`config.mk`:
```
export PLATFORM = sky130hd
export DESIGN_NAME = chain_out_driver
export DESIGN_NICKNAME = d
export VERILOG_FILES = /design/src/rtl/cod_pkg.sv /design/src/rtl/cod_step_timer.sv /design/src/rtl/cod_bit_sequencer.sv /design/src/rtl/cod_pin_stage.sv /design/src/rtl/chain_out_driver.sv
export SDC_FILE = /design/constraint.sdc
export NUM_CORES = 1
export LEC_CHECK = 0
export BUFFER_PORTS_ARGS = -buffer_cell sky130_fd_sc_hd__buf_2
export CAP_MARGIN = 20
export CORE_MARGIN = 1.5
export CORE_UTILIZATION = 38
export CTS_BUF_LIST = sky130_fd_sc_hd__clkbuf_2
export DETAILED_ROUTE_END_ITERATION = 10
export HOLD_SLACK_MARGIN = 0.03
export PLACE_DENSITY = 0.59
export SKIP_LAST_GASP = 1
export SLEW_MARGIN = 20
export SYNTH_ARGS = -nofsm -noshare
export SYNTH_HDL_FRONTEND = slang
export SYNTH_SLANG_ARGS = --single-unit
```
`constraint.sdc`:
```
create_clock -name clk -period 4.7 [get_ports clk]
set_input_delay 0.235 -clock clk [delete_from_list [all_inputs] [get_ports clk]]
set_output_delay 0.235 -clock clk [all_outputs]
set_load 0.05 [all_outputs]
```
`src/rtl/cod_pkg.sv`:
```
package cod_pkg;
  typedef enum logic [2:0] {
    PH_IDLE,
    PH_SETUP,
    PH_HIGH,
    PH_TAIL,
    PH_LOAD
  } cod_phase_t;
endpackage

```
`src/rtl/cod_step_timer.sv`:
```
module cod_step_timer #(
  parameter int DLY_W = 8
) (
  input  logic             clk,
  input  logic             rst,
  input  logic             reload,
  input  logic [DLY_W-1:0] reload_val,
  output logic             expire
);
  logic [DLY_W-1:0] cnt;

  always_ff @(posedge clk) begin
    if (rst) begin
      cnt <= '0;
    end else if (reload) begin
      cnt <= reload_val - 1'b1;
    end else if (cnt != '0) begin
      cnt <= cnt - 1'b1;
    end
  end

  assign expire = (cnt == '0);

  // a reload value is never zero, so no phase can be shorter than one cycle
  a_r3_reload_nonzero: assert property (@(posedge clk) disable iff (rst)
    reload |-> (reload_val != '0));
endmodule

```
`src/rtl/cod_bit_sequencer.sv`:
```
module cod_bit_sequencer
  import cod_pkg::*;
#(
  parameter int MAX_BYTES = 8,
  parameter int DLY_W     = 8,
  parameter bit USE_LOAD  = 1'b1,
  localparam int TOT_BITS = MAX_BYTES * 8,
  localparam int CNT_W    = $clog2(MAX_BYTES + 1),
  localparam int BIT_W    = $clog2(TOT_BITS)
) (
  input  logic                clk,
  input  logic                rst,
  input  logic                start,
  input  logic [CNT_W-1:0]    nbytes,
  input  logic [TOT_BITS-1:0] data_in,
  input  logic [DLY_W-1:0]    step_dly,
  input  logic                expire,
  output logic                reload,
  output logic [DLY_W-1:0]    reload_val,
  output logic                clk_raw,
  output logic                dat_raw,
  output logic                ld_raw,
  output logic                busy_raw,
  output logic                done_raw
);
  cod_phase_t          phase;
  logic [BIT_W-1:0]    bitidx;
  logic [BIT_W-1:0]    nxt_idx;
  logic [BIT_W-1:0]    first_idx;
  logic [CNT_W+2:0]    tot_bits;
  logic [DLY_W-1:0]    dly_q;
  logic [DLY_W-1:0]    dly_eff;
  logic [TOT_BITS-1:0] shreg;
  logic                req_ok;
  logic                accept;

  assign tot_bits  = {nbytes, 3'b000};
  assign first_idx = BIT_W'(tot_bits - 1'b1);
  assign nxt_idx   = bitidx - 1'b1;
  assign req_ok    = (nbytes != '0) && (nbytes <= CNT_W'(MAX_BYTES));
  assign accept    = (phase == PH_IDLE) && start && req_ok;
  assign dly_eff   = (step_dly == '0) ? DLY_W'(1) : step_dly;

  always_comb begin
    reload     = accept || ((phase != PH_IDLE) && expire);
    reload_val = (phase == PH_IDLE) ? dly_eff : dly_q;
  end

  always_ff @(posedge clk) begin
    if (rst) begin
      phase    <= PH_IDLE;
      bitidx   <= '0;
      dly_q    <= DLY_W'(1);
      shreg    <= '0;
      clk_raw  <= 1'b0;
      dat_raw  <= 1'b0;
      ld_raw   <= 1'b0;
      busy_raw <= 1'b0;
      done_raw <= 1'b0;
    end else begin
      done_raw <= 1'b0;
      unique case (phase)
        PH_IDLE: begin
          if (accept) begin
            shreg    <= data_in;
            bitidx   <= first_idx;
            dly_q    <= dly_eff;
            dat_raw  <= data_in[first_idx];
            clk_raw  <= 1'b0;
            busy_raw <= 1'b1;
            phase    <= PH_SETUP;
          end
        end
        PH_SETUP: begin
          if (expire) begin
            clk_raw <= 1'b1;
            phase   <= PH_HIGH;
          end
        end
        PH_HIGH: begin
          if (expire) begin
            clk_raw <= 1'b0;
            if (bitidx == '0) begin
              phase <= PH_TAIL;
            end else begin
              bitidx  <= nxt_idx;
              dat_raw <= shreg[nxt_idx];
              phase   <= PH_SETUP;
            end
          end
        end
        PH_TAIL: begin
          if (expire) begin
            if (USE_LOAD) begin
              ld_raw <= 1'b1;
              phase  <= PH_LOAD;
            end else begin
              busy_raw <= 1'b0;
              done_raw <= 1'b1;
              phase    <= PH_IDLE;
            end
          end
        end
        PH_LOAD: begin
          if (expire) begin
            ld_raw   <= 1'b0;
            busy_raw <= 1'b0;
            done_raw <= 1'b1;
            phase    <= PH_IDLE;
          end
        end
        default: phase <= PH_IDLE;
      endcase
    end
  end

  // busy only rises after a valid start request
  a_r1_busy_needs_request: assert property (@(posedge clk) disable iff (rst)
    $rose(busy_raw) |-> ($past(start) && ($past(nbytes) != '0)));

  // a running phase only advances when the step timer has run out
  a_r3_phase_on_expire: assert property (@(posedge clk) disable iff (rst)
    ((phase != $past(phase)) && ($past(phase) != PH_IDLE)) |-> $past(expire));

  // data does not move while the clock is active
  a_r3_data_stable_clk: assert property (@(posedge clk) disable iff (rst)
    (clk_raw && $past(clk_raw)) |-> $stable(dat_raw));

  // load only follows the last bit, with the clock inactive
  a_r4_load_at_end: assert property (@(posedge clk) disable iff (rst)
    ld_raw |-> ((bitidx == '0) && !clk_raw));

  // done lasts one cycle
  a_r7_done_one: assert property (@(posedge clk) disable iff (rst)
    done_raw |=> !done_raw);

  // latched data is frozen once a transfer runs
  a_r9_hold_data: assert property (@(posedge clk) disable iff (rst)
    (phase != PH_IDLE) |=> $stable(shreg));
endmodule

```
`src/rtl/cod_pin_stage.sv`:
```
module cod_pin_stage #(
  parameter bit CLK_ACTIVE_HIGH  = 1'b1,
  parameter bit DATA_INVERT      = 1'b0,
  parameter bit LOAD_ACTIVE_HIGH = 1'b1,
  parameter bit USE_LOAD         = 1'b1
) (
  input  logic clk,
  input  logic rst,
  input  logic clk_raw,
  input  logic dat_raw,
  input  logic ld_raw,
  input  logic busy_raw,
  input  logic done_raw,
  output logic sclk,
  output logic sdat,
  output logic sload,
  output logic busy,
  output logic done
);
  localparam logic CLK_IDLE = ~CLK_ACTIVE_HIGH;
  localparam logic LD_IDLE  = ~LOAD_ACTIVE_HIGH;
  localparam logic DAT_FLIP = DATA_INVERT;

  always_ff @(posedge clk) begin
    if (rst) begin
      sclk <= CLK_IDLE;
      sdat <= DAT_FLIP;
      busy <= 1'b0;
      done <= 1'b0;
    end else begin
      sclk <= clk_raw ^ CLK_IDLE;
      sdat <= dat_raw ^ DAT_FLIP;
      busy <= busy_raw;
      done <= done_raw;
    end
  end

  generate
    if (USE_LOAD) begin : g_load
      always_ff @(posedge clk) begin
        if (rst) sload <= LD_IDLE;
        else     sload <= ld_raw ^ LD_IDLE;
      end
    end else begin : g_no_load
      always_ff @(posedge clk) begin
        sload <= LD_IDLE;
      end
      // the sequencer never requests a load when it is disabled
      a_r5_no_load_request: assert property (@(posedge clk) disable iff (rst)
        !ld_raw);
    end
  endgenerate
endmodule

```
`src/rtl/chain_out_driver.sv`:
```
module chain_out_driver #(
  parameter int MAX_BYTES        = 8,
  parameter int DLY_W            = 8,
  parameter bit CLK_ACTIVE_HIGH  = 1'b1,
  parameter bit DATA_INVERT      = 1'b0,
  parameter bit LOAD_ACTIVE_HIGH = 1'b1,
  parameter bit USE_LOAD         = 1'b1,
  localparam int TOT_BITS = MAX_BYTES * 8,
  localparam int CNT_W    = $clog2(MAX_BYTES + 1)
) (
  input  logic                clk,
  input  logic                rst,
  input  logic                start,
  input  logic [CNT_W-1:0]    nbytes,
  input  logic [TOT_BITS-1:0] data_in,
  input  logic [DLY_W-1:0]    step_dly,
  output logic                sclk,
  output logic                sdat,
  output logic                sload,
  output logic                busy,
  output logic                done
);
  logic             reload;
  logic [DLY_W-1:0] reload_val;
  logic             expire;
  logic             clk_raw, dat_raw, ld_raw, busy_raw, done_raw;

  cod_step_timer #(.DLY_W(DLY_W)) u_timer (
    .clk        (clk),
    .rst        (rst),
    .reload     (reload),
    .reload_val (reload_val),
    .expire     (expire)
  );

  cod_bit_sequencer #(
    .MAX_BYTES (MAX_BYTES),
    .DLY_W     (DLY_W),
    .USE_LOAD  (USE_LOAD)
  ) u_seq (
    .clk        (clk),
    .rst        (rst),
    .start      (start),
    .nbytes     (nbytes),
    .data_in    (data_in),
    .step_dly   (step_dly),
    .expire     (expire),
    .reload     (reload),
    .reload_val (reload_val),
    .clk_raw    (clk_raw),
    .dat_raw    (dat_raw),
    .ld_raw     (ld_raw),
    .busy_raw   (busy_raw),
    .done_raw   (done_raw)
  );

  cod_pin_stage #(
    .CLK_ACTIVE_HIGH  (CLK_ACTIVE_HIGH),
    .DATA_INVERT      (DATA_INVERT),
    .LOAD_ACTIVE_HIGH (LOAD_ACTIVE_HIGH),
    .USE_LOAD         (USE_LOAD)
  ) u_pins (
    .clk      (clk),
    .rst      (rst),
    .clk_raw  (clk_raw),
    .dat_raw  (dat_raw),
    .ld_raw   (ld_raw),
    .busy_raw (busy_raw),
    .done_raw (done_raw),
    .sclk     (sclk),
    .sdat     (sdat),
    .sload    (sload),
    .busy     (busy),
    .done     (done)
  );

  // done never coincides with busy
  a_r7_done_not_busy: assert property (@(posedge clk) disable iff (rst)
    done |-> !busy);
endmodule

```
# Word level (Yosys, flattened, before mapping)
# Index checks and enable logic that the tools add are counted.
# classes
eq_ne,10
magnitude_cmp,3
n_reduce_logical,24
addsub,4
bitwise_logic,1
muxes,31
# op_table
operator,count
8-bit 2-to-1 mux,4
6-bit 2-to-1 mux,3
8-bit logical NOT,2
8-bit by 1-bit subtractor with 8-bit output (second input constant),2
3-bit 2-to-1 mux,5
3-bit one-hot mux with 5 select lines,1
6-bit by 7-bit < comparator with 1-bit output (second input constant),2
1-bit binary-select mux with 6-bit select,2
6-bit one-hot mux with 2 select lines,1
6-bit by 1-bit subtractor with 6-bit output (second input constant),2
1-bit 2-to-1 mux,10
2-bit by 1-bit != test with 1-bit output (second input constant),5
4-bit AND reduction,2
2-bit nonzero test,4
8-bit nonzero test,1
3-bit by 2-bit equality test with 1-bit output (second input constant),2
6-bit logical NOT,1
1-bit one-hot mux with 2 select lines,3
3-bit AND reduction,2
3-bit nonzero test,2
5-bit AND reduction,1
4-bit less-or-equal comparator (second input constant),1
1-bit logical AND,4
4-bit nonzero test,1
10 further kinds,10
# totals
input_bits,79
reg_bits,99
word_cells,88

# Depth between registers and ports, before layout
# depth
ltp_word,6
ltp_mapped,10
depth_no_buf,10

# Cells and area by module
# Synthesis repeated with hierarchy kept, for this count alone.
# unflattened
cells_unflattened,563
area_unflattened_um2,4738.3
# modules_own_cells
module,cells_each,area_each_um2,instances
cod_bit_sequencer,498,4106.4,1
cod_step_timer,55,500.5,1
cod_pin_stage,10,131.4,1

# Worst setup path before layout
# No wires, ideal clock.
# synth_path
path_kind,register to register
startpoint,register u_seq.bitidx[0]
endpoint,register u_seq.dat_raw
period_less_slack_ps,3264
arrival_time_ps,3140
slack_ps,1436
path_stages_with_launch,10
setup_time_ps,123
path_cell_list,dfxtp_1 > clkbuf_1 > inv_1 > ha_1 > xor2_1 > mux4_2 > mux2_2 > a22o_1 > o31ai_1 > o41ai_1
# synth_between
elab_chain_len,6
word_cells_on_any_way,9
cone_classes,add/sub: 1; eq/ne: 1; mux: 5; reduce/logical: 2
# synth_rtl
element,line,text
start: declaration,cod_bit_sequencer.sv:27,logic [BIT_W-1:0] bitidx;
start signal: assignment,cod_bit_sequencer.sv:66,bitidx <= first_idx;
start signal: assignment,cod_bit_sequencer.sv:86,bitidx <= nxt_idx;
6-bit by 1-bit subtractor with 6-bit output,cod_bit_sequencer.sv:39,assign nxt_idx = bitidx - 1'b1;
1-bit binary-select mux with 6-bit select,cod_bit_sequencer.sv:87,dat_raw <= shreg[nxt_idx];
1-bit 2-to-1 mux (not written as such),cod_bit_sequencer.sv:87,
1-bit 2-to-1 mux,cod_bit_sequencer.sv:83,if (bitidx == '0) begin
1-bit 2-to-1 mux,cod_bit_sequencer.sv:81,if (expire) begin
1-bit one-hot mux with 2 select lines,cod_bit_sequencer.sv:62,unique case (phase)
end signal: assignment,cod_bit_sequencer.sv:68,dat_raw <= data_in[first_idx];
end signal: assignment,cod_bit_sequencer.sv:87,
end: declaration,cod_bit_sequencer.sv:21,"output logic dat_raw,"
# Several ways; a longest one is shown, not always the timed one. The select of a mux whose other input is x is not followed.
# A chain may end at the register's enable or synchronous reset.

# Final worst setup path
# Ends and elaborated chain as after synthesis.

==> out/metrics.csv <==
stage,metric,value,unit
critical_path,crit_start,u_seq.bitidx[0],
critical_path,endpoint_kind,flop,
power,power,2.23,mW
flow_run,cap_violations,0,
critical_path,crit_end,u_seq.dat_raw,
sta,finalSetupTns,0,ns
finish,nets,755,
synth,synth_edf_count,0,
sta,hold_viol,0,
power,cellPowerDensity,382,nW/um^2
global_route,grt.total_usage,19.1,%
critical_path,worstReg2RegStart,u_seq.bitidx[0],
synth,synth_area_leaders,"dfxtp_1, nand2_1, a21oi_1",
floorplan,die_w,112,microns
placement,port_buffers,83,
global_route,first_global_vias,4151,
clock_network,clkTransAtPathRegs,0.26,ns
clock_network,htree_levels,3,
min_path,hp-class,in2reg,
critical_path,critPathMaxFanout,15,
clock_network,clock_sinks,99,
floorplan,initial_core_util,39.4,%
drt,drt_iter0_drc,248,
placement,dpl_cell_area,5020,sq um
sta,fmax,294,MHz
power,irDropWorstVdd,0.000165,V
synth,synth.avg_cell_area,8.48,sq um
drt,wl,11700,microns
drt,drtAntennaViolNets,0,
drt,num_vias,4322,
synth,synthDistinctLibCells,54,
floorplan,io_pins,84,
clock_network,cts_buffers,9,
global_route,antenna_found_initial,0,
floorplan,die_h,112,microns
synth,ys_ff_latch,99,
critical_path,rr_worst_depth,8,
power,leakagePower,2.25,nW
critical_path,path_cells,"inv_1, ha_1, xor2_2, mux4_2, mux2_2, a22o_1, o31ai_1, o41ai_1",
sta,slew_violations,0,
sta,rsz0062_at_grt,false,
critical_path,worstSetupStartpointType,flop,
finish,antenna_cells,0,
drt,drc_errors,3,
synth,syn_nets,618,
placement,hpwlAfterDp,7870,microns
global_route,grt_first_pass_wirelength,19500,microns
critical_path,max_stage_delay,0.70,ns
clock_network,clock-root-buffer,clkbuf_2,
critical_path,ff2ff_setup_slack,1.30,ns
synth,netlist.top_cell.by_area,dfxtp_1,
clock_network,tritoncts,yes,
critical_path,cp.required,5.22,ns
sta,layout_min_cycle_time,3.40,ns
critical_path,crit_type,reg2reg,
sta,hold-worst-slack,0.124,ns
floorplan,core,11500,sq um
synth,async_flop_share,0,%
global_route,grt_max_degree,56,
status,status,finished with violations,
critical_path,crit_slowest_cell,dfxtp_1,
synth,synth_top_cell_area_share,43.7,%
synth,synthFlopType,dfxtp_1,
sta,setup_viol,0,
floorplan,dieArea,12600,sq um
synth,netlist_instances,535,
synth,ys_warn_count,0,
finish,syn_to_final_growth,28.6,%
sta,fin_worst_skew,0.0419,ns
synth,synthesis.area,4540,sq um
finish,final_util,50.7,%
floorplan,placementRows,39,
finish,drive_gt1_share,20.6,%
drt,detail_route.wl_per_cell,14.3,microns
sta,fin_crit_sh,72.3,%
clock_network,cts_max_path_buffers,2,
clock_network,clk_latency,0.59,ns
drt,via_per_inst,5.29,
status,violations,DRC,
critical_path,arrival,3.92,ns
critical_path,r2r_end,u_seq.dat_raw,
finish,final_area,5840,sq um
placement,gp_congestion,0.855,
global_route,gr-total-overflow,0,
sta,tightest_slew,1.01,ns
drt,firstDrtPassIters,10,
sta,slew_headroom,32.7,%
clock_network,postCtsSetupBuffers,0,
synth,yosysSeqAreaShare,43.7,%
synthesized netlist by cell type, drive strengths merged, types with 2 or more instances:
cell,instances
inv,6
or3,4
mux2i,2
buf,4
nand2b,3
mux4,17
a211oi,4
nand3,8
a211o,6
a21oi,85
and2,5
nand4,2
o32a,5
o221ai,3
mux2,4
or2,2
or4,2
clkbuf,30
o211ai,6
xor2,7
a22oi,2
a31o,3
o32ai,2
o21ai,6
ha,4
nand2,155
dfxtp,99
nor3,11
nor4,3
xnor2,3
nor2,21
a311oi,3
nor2b,4
per-stage QoR:
stage                     worst slack (ns)  cells
after global placement                1.37    732
after global routing                 0.991    817
after CTS                             1.29    817
final                                 1.30    817
after detailed placement              1.29    732
after floorplan                       1.44    535
sequential cells by signal, summed over array words and instances (netlist names), 3 cells and up:
register and flops:
u_seq.shreg 64, u_seq.bitidx 6, u_seq.phase 3, u_timer.cnt 8
u_seq.dly_q 8
worst max-delay path, delay by kind of cell (launching register included):
family,cells,cell delay (ns)
adder cells (fa/ha/maj),1,0.32
XOR/XNOR,1,0.60
AO/OA/AOI/OAI,3,0.61
flip-flops,1,0.70
buffers and inverters,1,0.25
multiplexers,2,0.86
cells in the final DEF, fill, tap and decap left out, types with 4 or more instances in the layout:
cell type	n
nand2_1	153
dfxtp_1	99
a21oi_1	85
buf_2	83
dlygate4sd3_1	72
nor2_1	20
mux4_2	17
nor3_1	11
clkbuf_2	10
nand3_1	8
xor2_1	6
inv_1	6
o21ai_0	6
o211ai_1	6
and2_1	5
buf_4	5
a211oi_1	4
nor2b_1	4
a211o_1	4
mux2_2	4
ha_1	4
kinds of logic after synthesis:
logic type,after synthesis,synth area share (%)
and+or+nand+nor,225,21.3
buffers and inverters,40,4.08
xor gates and xnor gates,10,1.93
AOI/OAI and AO/OA,134,18.1
adders and majority gates,4,1.10
muxes,23,9.87
DFF,99,43.7
repair_timing:
item / 4_1_cts / 5_1_grt
hold buffers: 72 / 0
gates resized for setup: 0 / 0
hold endpoints to repair: 72 / 0
cell type report:
class,count,area [sq um]
Clock buffer,10,50.0
Clock inverter,3,42.5
Fill cell,1082,5680
Inverter,6,22.5
Multi-Input combinational cell,396,2390
Sequential cell,99,1980
Tap cell,143,179
Timing Repair Buffer,160,1170
where the power goes:
part	switching, mW	internal (mW)
sequential	0.0685	0.938
combinational	0.458	0.376
clock	0.271	0.115
total	0.798	1.43
metal layers:
| metal | routed length (microns) | vias up | track usage [%] |
|---|---|---|---|
| met5 | 0 | - | 0 |
| met1 | 5180 | 2028 | 23.8 |
| li1 | - | 2149 | - |
| met2 | 5640 | 113 | 32.1 |
| met3 | 490 | 32 | 4.48 |
| met4 | 342 | 0 | 7.76 |
worst min-delay path by stage:
stage,start,to,cells past startpoint
after floorplan,step_dly[6],u_seq.dly_q[6],2
after global placement,u_seq.done_raw,u_pins.done,1
after global routing,nbytes[2],u_seq.bitidx[5],4
final,nbytes[2],u_seq.bitidx[5],4
after detailed placement,u_seq.done_raw,u_pins.done,1
after CTS,nbytes[2],u_seq.bitidx[5],4
No activity file was read; power rests on OpenSTA's default activity.
